==> config.mk <==
export PLATFORM = sky130hd
export DESIGN_NAME = uart_pm_ctrl
export DESIGN_NICKNAME = d
export VERILOG_FILES = /design/src/rtl/uart_pm_pkg.sv /design/src/rtl/uart_pm_wake.sv /design/src/rtl/uart_pm_tx.sv /design/src/rtl/uart_pm_rx.sv /design/src/rtl/uart_pm_ctrl.sv
export SDC_FILE = /design/constraint.sdc
export NUM_CORES = 1
export LEC_CHECK = 0
export BUFFER_PORTS_ARGS = -buffer_cell sky130_fd_sc_hd__buf_4
export CAP_MARGIN = 10
export CORE_MARGIN = 2
export CORE_UTILIZATION = 57
export CTS_BUF_LIST = sky130_fd_sc_hd__clkbuf_4
export CTS_CLUSTER_SIZE = 16
export DETAILED_ROUTE_END_ITERATION = 10
export PLACE_DENSITY = 0.77
export SLEW_MARGIN = 25
export SYNTH_ARGS = -nofsm -noshare
export SYNTH_HDL_FRONTEND = slang
export SYNTH_HIERARCHICAL = 1
export SYNTH_SLANG_ARGS = --single-unit
==> constraint.sdc <==
create_clock -name clk -period 5.6 [get_ports clk]
set_clock_uncertainty 0.15 [all_clocks]
set_input_delay 0.84 -clock clk [delete_from_list [all_inputs] [get_ports clk]]
set_output_delay 0.84 -clock clk [all_outputs]
set_load 0.005 [all_outputs]
==> src/rtl/uart_pm_pkg.sv <==
package uart_pm_pkg;

    typedef enum logic [1:0] {
        TX_IDLE  = 2'd0,
        TX_START = 2'd1,
        TX_DATA  = 2'd2,
        TX_STOP  = 2'd3
    } tx_st_e;

    typedef enum logic [2:0] {
        RX_ARM   = 3'd0,
        RX_IDLE  = 3'd1,
        RX_START = 3'd2,
        RX_DATA  = 3'd3,
        RX_STOP  = 3'd4
    } rx_st_e;

endpackage

==> src/rtl/uart_pm_wake.sv <==
module uart_pm_wake (
    input  logic clk,
    input  logic rst_n,
    input  logic rx_i,
    input  logic sleep_i,
    input  logic mod_en_i,
    input  logic arm_i,
    output logic rx_s_o,
    output logic wake_o
);

    typedef struct packed {
        logic m;
        logic s;
        logic p;
        logic slp;
        logic wen;
        logic wake;
    } wk_s_t;

    wk_s_t q, d;

    always_comb begin
        d      = q;
        d.m    = rx_i;
        d.s    = q.m;
        d.p    = q.s;
        d.slp  = sleep_i;
        if (q.slp && !sleep_i) begin
            d.wen = 1'b0;
        end else if (arm_i && !sleep_i) begin
            d.wen = 1'b1;
        end
        d.wake = sleep_i && q.wen && mod_en_i && q.p && !q.s;
    end

    always_ff @(posedge clk or negedge rst_n) begin
        if (!rst_n) begin
            q <= '{m: 1'b1, s: 1'b1, p: 1'b1, slp: 1'b0, wen: 1'b0, wake: 1'b0};
        end else begin
            q <= d;
        end
    end

    assign rx_s_o = q.s;
    assign wake_o = q.wake;

    a_r5_wake_single: assert property (@(posedge clk) disable iff (!rst_n)
        wake_o |=> !wake_o);
    a_r5_wake_in_sleep: assert property (@(posedge clk) disable iff (!rst_n)
        wake_o |-> $past(sleep_i));
    a_r6_arm_cleared: assert property (@(posedge clk) disable iff (!rst_n)
        (q.slp && !sleep_i) |=> !q.wen);
    a_r7_no_wake_off: assert property (@(posedge clk) disable iff (!rst_n)
        !mod_en_i |=> !wake_o);

endmodule

==> src/rtl/uart_pm_tx.sv <==
module uart_pm_tx
    import uart_pm_pkg::*;
#(
    parameter int CLKS_PER_BIT = 8,
    parameter int DATA_BITS    = 8
) (
    input  logic                 clk,
    input  logic                 rst_n,
    input  logic                 run_i,
    input  logic                 abort_i,
    input  logic                 load_i,
    input  logic [DATA_BITS-1:0] data_i,
    output logic                 ready_o,
    output logic                 tx_o
);

    localparam int CNT_W = (CLKS_PER_BIT > 1) ? $clog2(CLKS_PER_BIT) : 1;
    localparam int IDX_W = (DATA_BITS > 1) ? $clog2(DATA_BITS) : 1;
    localparam logic [CNT_W-1:0] CNT_LAST = CNT_W'(CLKS_PER_BIT - 1);
    localparam logic [IDX_W-1:0] IDX_LAST = IDX_W'(DATA_BITS - 1);

    typedef struct packed {
        tx_st_e               st;
        logic [CNT_W-1:0]     cnt;
        logic [IDX_W-1:0]     idx;
        logic [DATA_BITS-1:0] sh;
        logic [DATA_BITS-1:0] hold;
        logic                 full;
        logic                 line;
    } tx_s_t;

    tx_s_t q, d;
    logic  bit_end;

    assign bit_end = (q.cnt == CNT_LAST);

    always_comb begin
        d = q;
        if (load_i && !q.full) begin
            d.hold = data_i;
            d.full = 1'b1;
        end
        if (abort_i) begin
            d.st   = TX_IDLE;
            d.cnt  = '0;
            d.idx  = '0;
            d.line = 1'b1;
        end else if (run_i) begin
            case (q.st)
                TX_IDLE: begin
                    if (q.full) begin
                        d.st   = TX_START;
                        d.cnt  = '0;
                        d.sh   = q.hold;
                        d.full = 1'b0;
                        d.line = 1'b0;
                    end
                end
                TX_START: begin
                    if (bit_end) begin
                        d.cnt  = '0;
                        d.idx  = '0;
                        d.st   = TX_DATA;
                        d.line = q.sh[0];
                    end else begin
                        d.cnt = q.cnt + 1'b1;
                    end
                end
                TX_DATA: begin
                    if (bit_end) begin
                        d.cnt = '0;
                        d.sh  = q.sh >> 1;
                        if (q.idx == IDX_LAST) begin
                            d.st   = TX_STOP;
                            d.line = 1'b1;
                        end else begin
                            d.idx  = q.idx + 1'b1;
                            d.line = q.sh[1];
                        end
                    end else begin
                        d.cnt = q.cnt + 1'b1;
                    end
                end
                TX_STOP: begin
                    if (bit_end) begin
                        d.cnt = '0;
                        d.st  = TX_IDLE;
                    end else begin
                        d.cnt = q.cnt + 1'b1;
                    end
                end
                default: d.st = TX_IDLE;
            endcase
        end
    end

    always_ff @(posedge clk or negedge rst_n) begin
        if (!rst_n) begin
            q <= '{st: TX_IDLE, cnt: '0, idx: '0, sh: '0, hold: '0,
                   full: 1'b0, line: 1'b1};
        end else begin
            q <= d;
        end
    end

    assign ready_o = !q.full;
    assign tx_o    = q.line;

    a_r3_line_high_abort: assert property (@(posedge clk) disable iff (!rst_n)
        abort_i |=> tx_o);
    a_r11_line_frozen: assert property (@(posedge clk) disable iff (!rst_n)
        (!run_i && !abort_i) |=> $stable(tx_o));
    a_r3_buffer_kept: assert property (@(posedge clk) disable iff (!rst_n)
        (abort_i && !ready_o) |=> !ready_o);

endmodule

==> src/rtl/uart_pm_rx.sv <==
module uart_pm_rx
    import uart_pm_pkg::*;
#(
    parameter int CLKS_PER_BIT = 8,
    parameter int DATA_BITS    = 8
) (
    input  logic                 clk,
    input  logic                 rst_n,
    input  logic                 run_i,
    input  logic                 abort_i,
    input  logic                 rx_s_i,
    input  logic                 irq_sel_i,
    output logic [DATA_BITS-1:0] data_o,
    output logic                 valid_o,
    output logic                 irq_o
);

    localparam int CNT_W = (CLKS_PER_BIT > 1) ? $clog2(CLKS_PER_BIT) : 1;
    localparam int IDX_W = (DATA_BITS > 1) ? $clog2(DATA_BITS) : 1;
    localparam logic [CNT_W-1:0] CNT_LAST = CNT_W'(CLKS_PER_BIT - 1);
    localparam logic [CNT_W-1:0] CNT_HALF = CNT_W'(CLKS_PER_BIT / 2 - 1);
    localparam logic [IDX_W-1:0] IDX_LAST = IDX_W'(DATA_BITS - 1);

    typedef struct packed {
        rx_st_e               st;
        logic [CNT_W-1:0]     cnt;
        logic [IDX_W-1:0]     idx;
        logic [DATA_BITS-1:0] sh;
        logic [DATA_BITS-1:0] data;
        logic                 valid;
        logic                 irq;
    } rx_s_t;

    rx_s_t q, d;

    always_comb begin
        d       = q;
        d.valid = 1'b0;
        d.irq   = 1'b0;
        if (abort_i) begin
            d.st  = RX_ARM;
            d.cnt = '0;
            d.idx = '0;
        end else if (run_i) begin
            case (q.st)
                RX_ARM: begin
                    if (rx_s_i) d.st = RX_IDLE;
                end
                RX_IDLE: begin
                    if (!rx_s_i) begin
                        d.st  = RX_START;
                        d.cnt = '0;
                    end
                end
                RX_START: begin
                    if (q.cnt == CNT_HALF) begin
                        d.cnt = '0;
                        d.idx = '0;
                        d.st  = rx_s_i ? RX_IDLE : RX_DATA;
                    end else begin
                        d.cnt = q.cnt + 1'b1;
                    end
                end
                RX_DATA: begin
                    if (q.cnt == CNT_LAST) begin
                        d.cnt = '0;
                        d.sh  = {rx_s_i, q.sh[DATA_BITS-1:1]};
                        if (q.idx == IDX_LAST) d.st = RX_STOP;
                        else                   d.idx = q.idx + 1'b1;
                    end else begin
                        d.cnt = q.cnt + 1'b1;
                    end
                end
                RX_STOP: begin
                    if (q.cnt == CNT_LAST) begin
                        d.cnt = '0;
                        d.st  = RX_IDLE;
                        if (rx_s_i) begin
                            d.data  = q.sh;
                            d.valid = 1'b1;
                            d.irq   = !irq_sel_i;
                        end
                    end else begin
                        d.cnt = q.cnt + 1'b1;
                    end
                end
                default: d.st = RX_ARM;
            endcase
        end
    end

    always_ff @(posedge clk or negedge rst_n) begin
        if (!rst_n) begin
            q <= '{st: RX_ARM, cnt: '0, idx: '0, sh: '0, data: '0,
                   valid: 1'b0, irq: 1'b0};
        end else begin
            q <= d;
        end
    end

    assign data_o  = q.data;
    assign valid_o = q.valid;
    assign irq_o   = q.irq;

    a_r4_no_byte_abort: assert property (@(posedge clk) disable iff (!rst_n)
        abort_i |=> !valid_o);
    a_r12_valid_pulse: assert property (@(posedge clk) disable iff (!rst_n)
        valid_o |=> !valid_o);
    a_r12_data_held: assert property (@(posedge clk) disable iff (!rst_n)
        !valid_o |-> $stable(data_o));
    a_r8_irq_with_byte: assert property (@(posedge clk) disable iff (!rst_n)
        irq_o |-> valid_o);

endmodule

==> src/rtl/uart_pm_ctrl.sv <==
module uart_pm_ctrl #(
    parameter int CLKS_PER_BIT = 8,
    parameter int DATA_BITS    = 8
) (
    input  logic                 clk,
    input  logic                 rst_n,
    input  logic                 mod_en,
    input  logic                 sleep_req,
    input  logic                 idle_req,
    input  logic                 stop_in_idle,
    input  logic                 wake_arm,
    input  logic                 rx_irq_sel,
    input  logic [DATA_BITS-1:0] tx_data,
    input  logic                 tx_load,
    input  logic                 rx,
    output logic                 tx,
    output logic                 tx_ready,
    output logic [DATA_BITS-1:0] rx_data,
    output logic                 rx_valid,
    output logic                 rx_irq,
    output logic                 wake_irq
);

    logic run_c;
    logic abort_c;
    logic rx_s;

    assign abort_c = !mod_en || sleep_req;
    assign run_c   = !abort_c && !(idle_req && stop_in_idle);

    uart_pm_wake u_wake (
        .clk      (clk),
        .rst_n    (rst_n),
        .rx_i     (rx),
        .sleep_i  (sleep_req),
        .mod_en_i (mod_en),
        .arm_i    (wake_arm),
        .rx_s_o   (rx_s),
        .wake_o   (wake_irq)
    );

    uart_pm_tx #(.CLKS_PER_BIT(CLKS_PER_BIT), .DATA_BITS(DATA_BITS)) u_tx (
        .clk     (clk),
        .rst_n   (rst_n),
        .run_i   (run_c),
        .abort_i (abort_c),
        .load_i  (tx_load),
        .data_i  (tx_data),
        .ready_o (tx_ready),
        .tx_o    (tx)
    );

    uart_pm_rx #(.CLKS_PER_BIT(CLKS_PER_BIT), .DATA_BITS(DATA_BITS)) u_rx (
        .clk       (clk),
        .rst_n     (rst_n),
        .run_i     (run_c),
        .abort_i   (abort_c),
        .rx_s_i    (rx_s),
        .irq_sel_i (rx_irq_sel),
        .data_o    (rx_data),
        .valid_o   (rx_valid),
        .irq_o     (rx_irq)
    );

    a_r7_tx_idle_off: assert property (@(posedge clk) disable iff (!rst_n)
        !mod_en |=> tx);
    a_r3_tx_high_sleep: assert property (@(posedge clk) disable iff (!rst_n)
        sleep_req |=> tx);

endmodule

==> reports/qor.log <==
qor: sta.period_share 0.501
qor: synth.synth_cells 254
qor: cells_and_area.n_antenna_cell 0
qor: worst_hold_path.worst_min_delay_path_endpoint u_wake/rx_s_o
qor: route.detailedRoute.firstIterationViolations 113
qor: floorplanning.die_area 6020 um2
qor: floorplanning.ios 31
qor: synth.synthesized_area_per_cell 12.2 um2
qor: synth.synthDistinctLibCells 63
qor: global_routing.pin_count_of_the_biggest_net_entering_global_routing 60
qor: route.via_per_inst 5.66
qor: critical_path.launching_point_of_the_worst_reg2reg_path u_tx/q[24]
qor: critical_path.critPathBufInv 1
qor: global_routing.global_route_wire_length_before_repair 8940 um
qor: power.max-vdd-ir-drop 154 uV
qor: cells_and_area.register_area 1480 um2
qor: floorplanning.row_count 26
qor: power.switching_share 0.233
qor: synth.ys_async_sr_fraction 1.00
qor: clocking.clock_sinks 59
qor: power.internal-power 0.000718 W
qor: cells_and_area.areaGrowthSynthToFinish 10.7%
qor: power.p_clk_frac 0.347
qor: clocking.clock_path_buffers 2
qor: clocking.postCtsSetupBuffers 0
qor: worst_hold_path.worstHoldStart u_wake/d[4]
qor: floorplanning.dieHeight 77.6 um
qor: clocking.numCtsBuffers 9
qor: global_routing.initial_antenna_violation_count 0
qor: status.status completed
qor: floorplanning.floorplan.core_area 5170 um2
qor: power.power-per-cell-area 274 nW/um2
qor: clocking.htree_levels 3
qor: floorplanning.initial_core_util 0.597
qor: sta.rsz0062_at_grt no
qor: critical_path.worst-r2r-setup-slack 3190 ps
qor: power.pwr-share-comb 0.114
qor: global_routing.track_usage 0.187
qor: sta.totalNegativeSetupSlack 0 ps
qor: sta.timing_worst_slew_pin_value 731 ps
qor: critical_path.critPathArrivalTime 2920 ps
qor: cells_and_area.final.fill_count 390
qor: synth.synth_fp_nets 285
qor: critical_path.path_cells buf_4 > nand2b_4 > a21oi_2 > nor2b_2 > and4_1 > mux2_2
qor: sta.post-route-min-period 2800 ps
qor: synth.synthesis.area 3090 um2
qor: synth.yosys_warnings 6
qor: sta.post-route-worst-setup-slack 2800 ps
qor: worst_hold_path.cells_on_worst_hold_path 0
qor: critical_path.max_stage_delay 500 ps
qor: route.firstDrtPassIters 4
qor: route.postRouteAntennaNets 0
qor: sta.f_max 357 MHz
qor: synth.synth.most_common_cell sky130_fd_sc_hd__dfrtp_1
qor: floorplanning.die_width 77.6 um
qor: route.avgRoutedWirePerCell 14.6 um
qor: power.sequential_power_share 0.539
qor: cells_and_area.fin_cells 351
qor: cells_and_area.drive_above_1_share 0.374
qor: clocking.cts.repair.resized 0
qor: power.leakagePower 1.62 nW
qor: worst_hold_path.min-delay-path-class reg2reg
qor: flow_run.cap_viol_max_count 0
qor: cells_and_area.fin_util 0.660
qor: place.pre_cts_slack 2380 ps
qor: global_routing.globalRouteOverflowTotal 0
qor: critical_path.regToRegEndpoint u_tx/q[10]
qor: place.place_hpwl 3570 um
qor: power.total_power_draw 0.000937 W
qor: synth.cell_type_contributing_the_most_total_cell_area_after_synthesis sky130_fd_sc_hd__dfrtp_1
qor: sta.slew_headroom 0.512
qor: place.finalWeightedCongestion 0.857
qor: route.drt-total-wl 5140 um
qor: critical_path.crit_slowest_cell sky130_fd_sc_hd__and4_1
qor: critical_path.cp_data_required_time 5710 ps
qor: critical_path.endpoint_kind register
qor: synth.seq_area_frac_synth 0.480
qor: clocking.clock_transition_at_path_regs 90 ps
qor: critical_path.worst-r2r-cell-count 5
qor: synth.synth-main-ff-cell sky130_fd_sc_hd__dfrtp_1
qor: sta.slew_violations 0
qor: route.routed-via-count 1986
qor: critical_path.crit_path_start_kind input pin
qor: clocking.cts.hold.buffers_added 0
qor: sta.hold_viol 0
qor: critical_path.critical_path_class in2reg
qor: cells_and_area.num-nets-final 308
qor: sta.setup_viol 0
qor: synth.number_of_enable_flip_flop_cells_after_synthesis 0
qor: clocking.clk_root_buffer_cell sky130_fd_sc_hd__clkbuf_4
qor: route.remaining_drcs 0
qor: power.power_switching 0.000218 W
qor: critical_path.crit_fanout 18
qor: place.port_buffers 30
qor: clocking.tritoncts done
qor: synth.yosys_register_bits 59
qor: synth.netlist.area_leader.share 0.446
qor: clocking.clk_latency 380 ps
qor: cells_and_area.multi_input_comb_area 1410 um2
qor: place.dp_cells 336
qor: synth.synth.cells.most_frequent sky130_fd_sc_hd__dfrtp_1, sky130_fd_sc_hd__mux2_2, sky130_fd_sc_hd__inv_1, sky130_fd_sc_hd__ha_1, sky130_fd_sc_hd__buf_4
qor: global_routing.grt_pass1_vias 1931
qor: critical_path.cpLargestDelayFamily simple AND/OR/NAND/NOR gates
qor: synth.synth.area.top_cells sky130_fd_sc_hd__dfrtp_1, sky130_fd_sc_hd__mux2_2, sky130_fd_sc_hd__ha_1
-- per-layer routing --
metal / wire (um) / track usage / part of all wire / vias to the layer above
met5: 0 / 0 / 0 / -
met4: 26 / 0.0732 / 0.0051 / 0
met3: 142 / 0.0535 / 0.028 / 2
met2: 2580 / 0.301 / 0.50 / 27
met1: 2390 / 0.239 / 0.46 / 990
li1: - / - / - / 967
-- area by class of cell --
class | count | area share
multi-input cells | 161 | 0.414
flip-flops and latches | 59 | 0.434
clock buffers | 9 | 0.0198
well taps | 70 | 0.0256
repair buffers | 30 | 0.0659
clock inverters | 6 | 0.0238
inverters | 16 | 0.0176
-- state kept, by name, summed over array words and instances (netlist names) --
register and cells:
u_tx/q 25, u_rx/q 17, u_rx/data_o 8, u_wake/q 3, u_rx/irq_o 1, u_rx/valid_o 1
u_tx/tx_o 1, u_wake/d 1, u_wake/rx_s_o 1, u_wake/wake_o 1
-- power groups by stage --
stage / clock, W / combinational (W) / sequential (W)
global placement: 0 / 0.000105 / 0.000512
finish: 0.000325 / 0.000107 / 0.000505
floorplan: 0 / 0.0000820 / 0.000502
detailed placement: 0 / 0.000108 / 0.000514
CTS: 0.000336 / 0.000109 / 0.000506
global route: 0.000360 / 0.000118 / 0.000513
-- how the worst max path moves through the flow --
stage                     startpoint          to  slack [ps]  cells past startpoint
after floorplan            sleep_req  u_rx/q[11]        2960                      6
after global placement     sleep_req  u_rx/q[14]        2450                      6
after detailed placement   sleep_req  u_rx/q[14]        2380                      6
after CTS                  sleep_req  u_rx/q[17]        2810                      6
after global routing       sleep_req  u_rx/q[17]        2640                      6
final                      sleep_req  u_rx/q[17]        2800                      6
-- cell usage in the layout, fill, tap and decap left out, drive strengths merged, types with 2 or more instances in the layout --
master / count
nand4: 2
dfrtp: 55
dfstp: 4
and3: 2
clkbuf: 9
nand3: 5
a2111o: 2
clkinv: 3
mux2i: 6
a32o: 2
ha: 13
nand2b: 4
mux2: 41
o41ai: 3
bufinv: 2
inv: 16
nor3: 4
buf: 30
nor2: 8
nor2b: 7
o2bb2ai: 2
a21oi: 9
o21ai: 7
a22o: 2
or3: 2
nor4b: 2
nand2: 9
and2b: 2
-- cell families after synthesis --
| family | synth area share |
|---|---|
| AO/OA/AOI/OAI | 0.109 |
| XOR/XNOR | 0.00284 |
| adder cells (fa/ha/maj) | 0.0527 |
| buffers and inverters | 0.0624 |
| flip-flops | 0.480 |
| multiplexers | 0.169 |
| AND/OR/NAND/NOR | 0.124 |
-- metrics by stage --
step	area, um2	hold slack (ps)
after CTS	3420	210
after floorplan	3090	195
after global placement	3270	196
after detailed placement	3270	197
final	3420	210
after global routing	3420	218
(Power assumes the default switching activity.)
